`src/rtl/group_pwr_seq.sv`:
```
module group_pwr_seq #(
  parameter int SAMPLE_W     = 8,
  parameter int DELAY_FRAMES = 2,
  parameter int INIT_FRAMES  = 2
) (
  input  logic                clk,
  input  logic                rst_n,
  input  logic                frame_stb,
  input  logic                wr_en,
  input  logic [7:0]          wr_data,
  output logic [7:0]          rd_data,
  input  logic [SAMPLE_W-1:0] rx_in,
  input  logic [SAMPLE_W-1:0] tx_in,
  output logic [SAMPLE_W-1:0] rx_out,
  output logic [SAMPLE_W-1:0] tx_out,
  output logic                alaw_sel,
  output logic                g711_sel,
  output logic                tone_a_mask,
  output logic                tone_b_mask,
  output logic                group_on,
  output logic                init_busy,
  output logic                coef_clear,
  output logic                ready
);
  localparam int CTRL_W = 5;
  localparam int CNT_W  = (INIT_FRAMES > 1) ? $clog2(INIT_FRAMES) : 1;

  logic [CTRL_W-1:0]   ctrl;
  logic [CNT_W-1:0]    frame_cnt;
  logic [SAMPLE_W-1:0] rx_pipe [DELAY_FRAMES+1];
  logic [SAMPLE_W-1:0] tx_pipe [DELAY_FRAMES+1];

  wire pwr_rise = wr_en & wr_data[0] & ~ctrl[0];
  wire pwr_drop = wr_en & ~wr_data[0];

  assign rd_data     = {{(8-CTRL_W){1'b0}}, ctrl};
  assign group_on    = ctrl[0];
  assign alaw_sel    = ctrl[1];
  assign g711_sel    = ctrl[2];
  assign tone_a_mask = ctrl[3];
  assign tone_b_mask = ctrl[4];

  always_ff @(posedge clk or negedge rst_n) begin
    if (!rst_n) begin
      ctrl       <= '0;
      frame_cnt  <= '0;
      init_busy  <= 1'b0;
      coef_clear <= 1'b0;
      ready      <= 1'b0;
    end else begin
      coef_clear <= pwr_rise;
      if (wr_en) ctrl <= wr_data[CTRL_W-1:0];
      if (pwr_rise) begin
        init_busy <= 1'b1;
        ready     <= 1'b0;
        frame_cnt <= '0;
      end else if (pwr_drop) begin
        init_busy <= 1'b0;
        ready     <= 1'b0;
        frame_cnt <= '0;
      end else if (init_busy && frame_stb) begin
        if (frame_cnt == CNT_W'(INIT_FRAMES-1)) begin
          init_busy <= 1'b0;
          ready     <= 1'b1;
          frame_cnt <= '0;
        end else begin
          frame_cnt <= frame_cnt + 1'b1;
        end
      end
    end
  end

  generate
    for (genvar s = 0; s <= DELAY_FRAMES; s++) begin : g_stage
      always_ff @(posedge clk or negedge rst_n) begin
        if (!rst_n) begin
          rx_pipe[s] <= '0;
          tx_pipe[s] <= '0;
        end else if (frame_stb) begin
          rx_pipe[s] <= (s == 0) ? rx_in : rx_pipe[(s == 0) ? 0 : s-1];
          tx_pipe[s] <= (s == 0) ? tx_in : tx_pipe[(s == 0) ? 0 : s-1];
        end
      end
    end
  endgenerate

  assign rx_out = ctrl[0] ? '0 : rx_pipe[DELAY_FRAMES];
  assign tx_out = ctrl[0] ? '0 : tx_pipe[DELAY_FRAMES];
endmodule


```
`config.mk`:
```
export PLATFORM = sky130hd
export DESIGN_NAME = group_pwr_seq
export DESIGN_NICKNAME = d
export VERILOG_FILES = /design/src/rtl/group_pwr_seq.sv
export SDC_FILE = /design/constraint.sdc
export NUM_CORES = 1
export LEC_CHECK = 0
export BUFFER_PORTS_ARGS = -buffer_cell sky130_fd_sc_hd__buf_2
export CELL_PAD_IN_SITES_DETAIL_PLACEMENT = 0
export CELL_PAD_IN_SITES_GLOBAL_PLACEMENT = 1
export CORE_MARGIN = 2
export CORE_UTILIZATION = 44
export CTS_CLUSTER_SIZE = 25
export DETAILED_ROUTE_END_ITERATION = 10
export PLACE_DENSITY_LB_ADDON = 0.08
export SLEW_MARGIN = 25
export SYNTH_ARGS = -nofsm -noshare
export SYNTH_HDL_FRONTEND = slang
export SYNTH_SLANG_ARGS = --single-unit
```
`constraint.sdc`:
```
create_clock -name clk -period 1.4 [get_ports clk]
set_clock_uncertainty 0.2 [all_clocks]
set_input_delay 0.14 -clock clk [delete_from_list [all_inputs] [get_ports clk]]
set_output_delay 0.14 -clock clk [all_outputs]
set_load 0.02 [all_outputs]
```
* After elaboration in Yosys (flattened, before gate mapping)
Cells that the tools add are included.
** Word-level totals
- Word-level logic and storage cells :: 35
- Bits in registers :: 57
** Cells by class
- Bitwise operators :: 5
- Reduce and logical (&&, ||, !) cells :: 4
- Mux-type cells :: 14
- Add/subtract/negate cells :: 1
** Operators by type and width (number)
- $mux 8 :: 2
- $mux 1 :: 12
- $reduce_bool 3->1 :: 2
- $and 1x1->1 :: 3
- $not 1->1 :: 2
- $reduce_and 2->1 :: 1
- $add 1x1->1 const B :: 1
- $logic_and 1x1->1 :: 1

* Longest topological paths before layout
- Depth after elaboration :: 5
- Gate-level depth with buffers :: 4
- Depth with buffers taken out :: 2

* Worst setup path before layout
OpenSTA, ideal clock, no wires.
- Path kind :: register to output
- Start point :: reg ctrl[0]
- End point :: out rx_out[6]
- Slack :: 0.076 ns
- Data arrival time :: 0.984 ns
- Data required time :: 1.060 ns
- Cell stages (with the launch flop) :: 3
- Path buffers :: 1
- Cell sequence :: dfrtp_1 > clkbuf_1 > nor2b_1
** Between the ends
- Longest elaborated chain between the ends :: 1
** RTL lines
- start, declared :: line 28 : logic [CTRL_W-1:0] ctrl;
- start signal, assigned :: line 52 : if (wr_en) ctrl <= wr_data[CTRL_W-1:0];
- $mux 8 :: line 87 : assign rx_out = ctrl[0] ? '0 : rx_pipe[DELAY_FRAMES];
- end, declared :: line 14 : output logic [SAMPLE_W-1:0] rx_out,
Every way passes these cells.

* Final worst setup path
- Start point :: reg ctrl[0]
- End point :: out tx_out[2]
** Between the ends
- Longest elaborated chain between the ends :: 1
** RTL lines
- $mux 8 :: line 88 : assign tx_out = ctrl[0] ? '0 : tx_pipe[DELAY_FRAMES];
- end, declared :: line 15 : output logic [SAMPLE_W-1:0] tx_out,
Every way passes these cells.

==> flow_metrics.env <==
export IMPL_vias=1424
export IMPL_cts_made_buffers=9
export IMPL_wl_per_cell_um=13.8
export IMPL_synth_cells=155
export IMPL_slew_viol_final=0
export IMPL_cts_tree="built"
export IMPL_clk_latency_ns=0.31
export IMPL_rows=27
export IMPL_synth_yosys_seq_area_share=0.560
export IMPL_final_cell_mix="dfrtp_1, mux2_4, buf_2"
export IMPL_fin_crit_sh=1.10
export IMPL_mostFrequentLayoutCell="dfrtp_1"
export IMPL_vdd_drop_max_mv=0.726
export IMPL_instances_no_fill=308
export IMPL_drive_above_1_share=0.521
export IMPL_outcome="finished with violations"
export IMPL_dieWidth_um=80.1
export IMPL_first_iter_violations=46
export IMPL_ios=60
export IMPL_viasPerCell=4.62
export IMPL_clockRootBuffer="clkbuf_8"
export IMPL_post_place_cells=269
export IMPL_die_height_um=80.1
export IMPL_grt_pass1_wl_mm=7.16
export IMPL_ant_nets=0
export IMPL_rsz0062_at_grt="yes"
export IMPL_grt_antenna_before_repair=0
export IMPL_worstPathRequired_ns=1.06
export IMPL_grt_max_degree=58
export IMPL_clock_fmax_mhz=648
export IMPL_io_buffers=53
export IMPL_initial_utilization=0.460
export IMPL_dp_hpwl_mm=2.68
export IMPL_drt_wl_total_mm=4.24
export IMPL_die_area_sq_um=6420
export IMPL_powerDensity_nw_per_um2=1280
export IMPL_critPathMaxFanout=22
export IMPL_ys_types=22
export IMPL_cts_sinks=57
export IMPL_antenna_cells=0
export IMPL_cp_end_kind="output port"
export IMPL_track_usage=0.148
export IMPL_hp_class="in -> async"
export IMPL_critPathLaunchType="flop"
export IMPL_yosysWarningCount=0
export IMPL_area_growth_synth_to_final_pct=28.0
export IMPL_drc=0
export IMPL_setup_ws_ns=-0.142
export IMPL_grt_overflow=0
export IMPL_power_leakage_nw=1.63
export IMPL_cts_max_level=3
export IMPL_core_area_sq_um=5540
export IMPL_arrival_ns=1.20
export IMPL_cts_setup_buffers=0
export IMPL_period_minus_slack_ns=1.54
export IMPL_syn_avg_cell_area_sq_um=16.4
export IMPL_cts_max_path_buffers=2
export IMPL_synth_seq_cells=57
export IMPL_grt_pass1_vias=1562
export IMPL_path_class="reg -> out"
export IMPL_violations="setup timing"
export IMPL_drt_pre_antenna_iters=4
export IMPL_setup_violations=16
export IMPL_gp_congestion=0.695
export IMPL_finalHoldViolCount=0
export IMPL_fillers=458
export IMPL_dp_slack_ns=0.144
export IMPL_path_clk_slew_ns=0.06
export IMPL_nets=259
export IMPL_synth_area_sq_um=2550
export IMPL_cap_violations=0
-- where the power goes --
| group | switching [W] | total [W] | internal (W) |
|---|---|---|---|
| clock | 0.000577 | 0.00121 | 0.000630 |
| combinational | 0.000391 | 0.000968 | 0.000577 |
| sequential | 0.000133 | 0.00201 | 0.00188 |
-- cell usage after synthesis --
master,n,area share
and2b_1,6,0.018
mux2_2,6,0.027
nor2b_1,10,0.025
nor2_1,2,0.0029
buf_6,2,0.0088
o22ai_1,1,0.0025
nand2_1,1,0.0015
a31oi_1,1,0.0025
a21boi_1,1,0.0029
mux2_4,46,0.27
dfrtp_1,57,0.56
nand3b_1,1,0.0029
buf_12,4,0.031
a21bo_1,2,0.0079
o21ai_0,1,0.0020
a21oi_2,1,0.0034
buf_2,1,0.0020
clkbuf_1,1,0.0015
buf_4,8,0.024
inv_1,1,0.0015
conb_1,1,0.0015
clkbuf_2,1,0.0020
-- flip-flops by register name, summed over array words and instances, names as in the netlist --
register	flops
rx_pipe	24
tx_pipe	24
ctrl	5
coef_clear	1
frame_cnt	1
init_busy	1
ready	1
-- per-layer routing --
| layer | up-vias | share of wire | GRT usage |
|---|---|---|---|
| met3 | 7 | 0.041 | 0.0371 |
| li1 | 668 | - | - |
| met4 | 0 | 0.014 | 0.0763 |
| met5 | - | 0 | 0 |
| met2 | 36 | 0.50 | 0.238 |
| met1 | 713 | 0.45 | 0.185 |
-- cell type report --
| class | count | area [sq um] | share of cell area |
|---|---|---|---|
| inverters | 1 | 3.75 | 0.00115 |
| clock buffers | 12 | 135 | 0.0414 |
| clock inverters | 4 | 20.0 | 0.00613 |
| repair buffers | 80 | 638 | 0.196 |
| multi-input cells | 82 | 950 | 0.291 |
| well taps | 72 | 90.1 | 0.0276 |
| flip-flops and latches | 57 | 1430 | 0.437 |
-- logic make-up after synthesis --
logic type,Yosys count,share of synthesized area
flip-flops,57,0.560
AO/OA/AOI/OAI,7,0.0211
other,1,0.00147
AND/OR/NAND/NOR,20,0.0496
multiplexers,52,0.297
buffers and inverters,18,0.0707
-- critical path, cell delays in order (launching register included) --
cell and delay (ns):
dfrtp_1 0.40, buf_12 0.16, and2b_1 0.21, buf_6 0.11
-- through the flow --
stage	instance area [sq um]	utilization	total power, W	hold slack, ns	TNS [ns]
global placement	2820	0.508	0.00287	-0.0439	0
detailed placement	2820	0.508	0.00290	-0.0357	0
floorplan	2560	-	0.00267	-0.356	0
CTS	3260	0.589	0.00425	0.154	-1.94
global route	3260	0.589	0.00441	0.175	-2.66
finish	3260	0.589	0.00419	0.153	-1.72
-- worst paths after layout --
path	cells after the start	slack (ns)	from	to
min	3	0.15	rst_n	tx_pipe[22]$_DFFE_PN0P_
min reg2reg	1	0.30	tx_pipe[6]$_DFFE_PN0P_	tx_pipe[6]$_DFFE_PN0P_
min in group clk	4	0.17	frame_stb	frame_cnt$_DFFE_PN0P_
max	3	-0.14	ctrl[0]$_DFFE_PN0P_	tx_out[2]
max reg2reg	3	0.14	ctrl[0]$_DFFE_PN0P_	init_busy$_DFFE_PN0P_
max in group asynchronous	3	0.61	rst_n	tx_pipe[7]$_DFFE_PN0P_
-- repair_timing --
item                                    in CTS  in global routing
gates resized for setup                     22                  0
pin swaps                                    0                  0
hold endpoints to repair                    82                  0
hold buffers                                23                  0
endpoints found under the setup margin      16                 18
(Power assumes the default switching activity.)
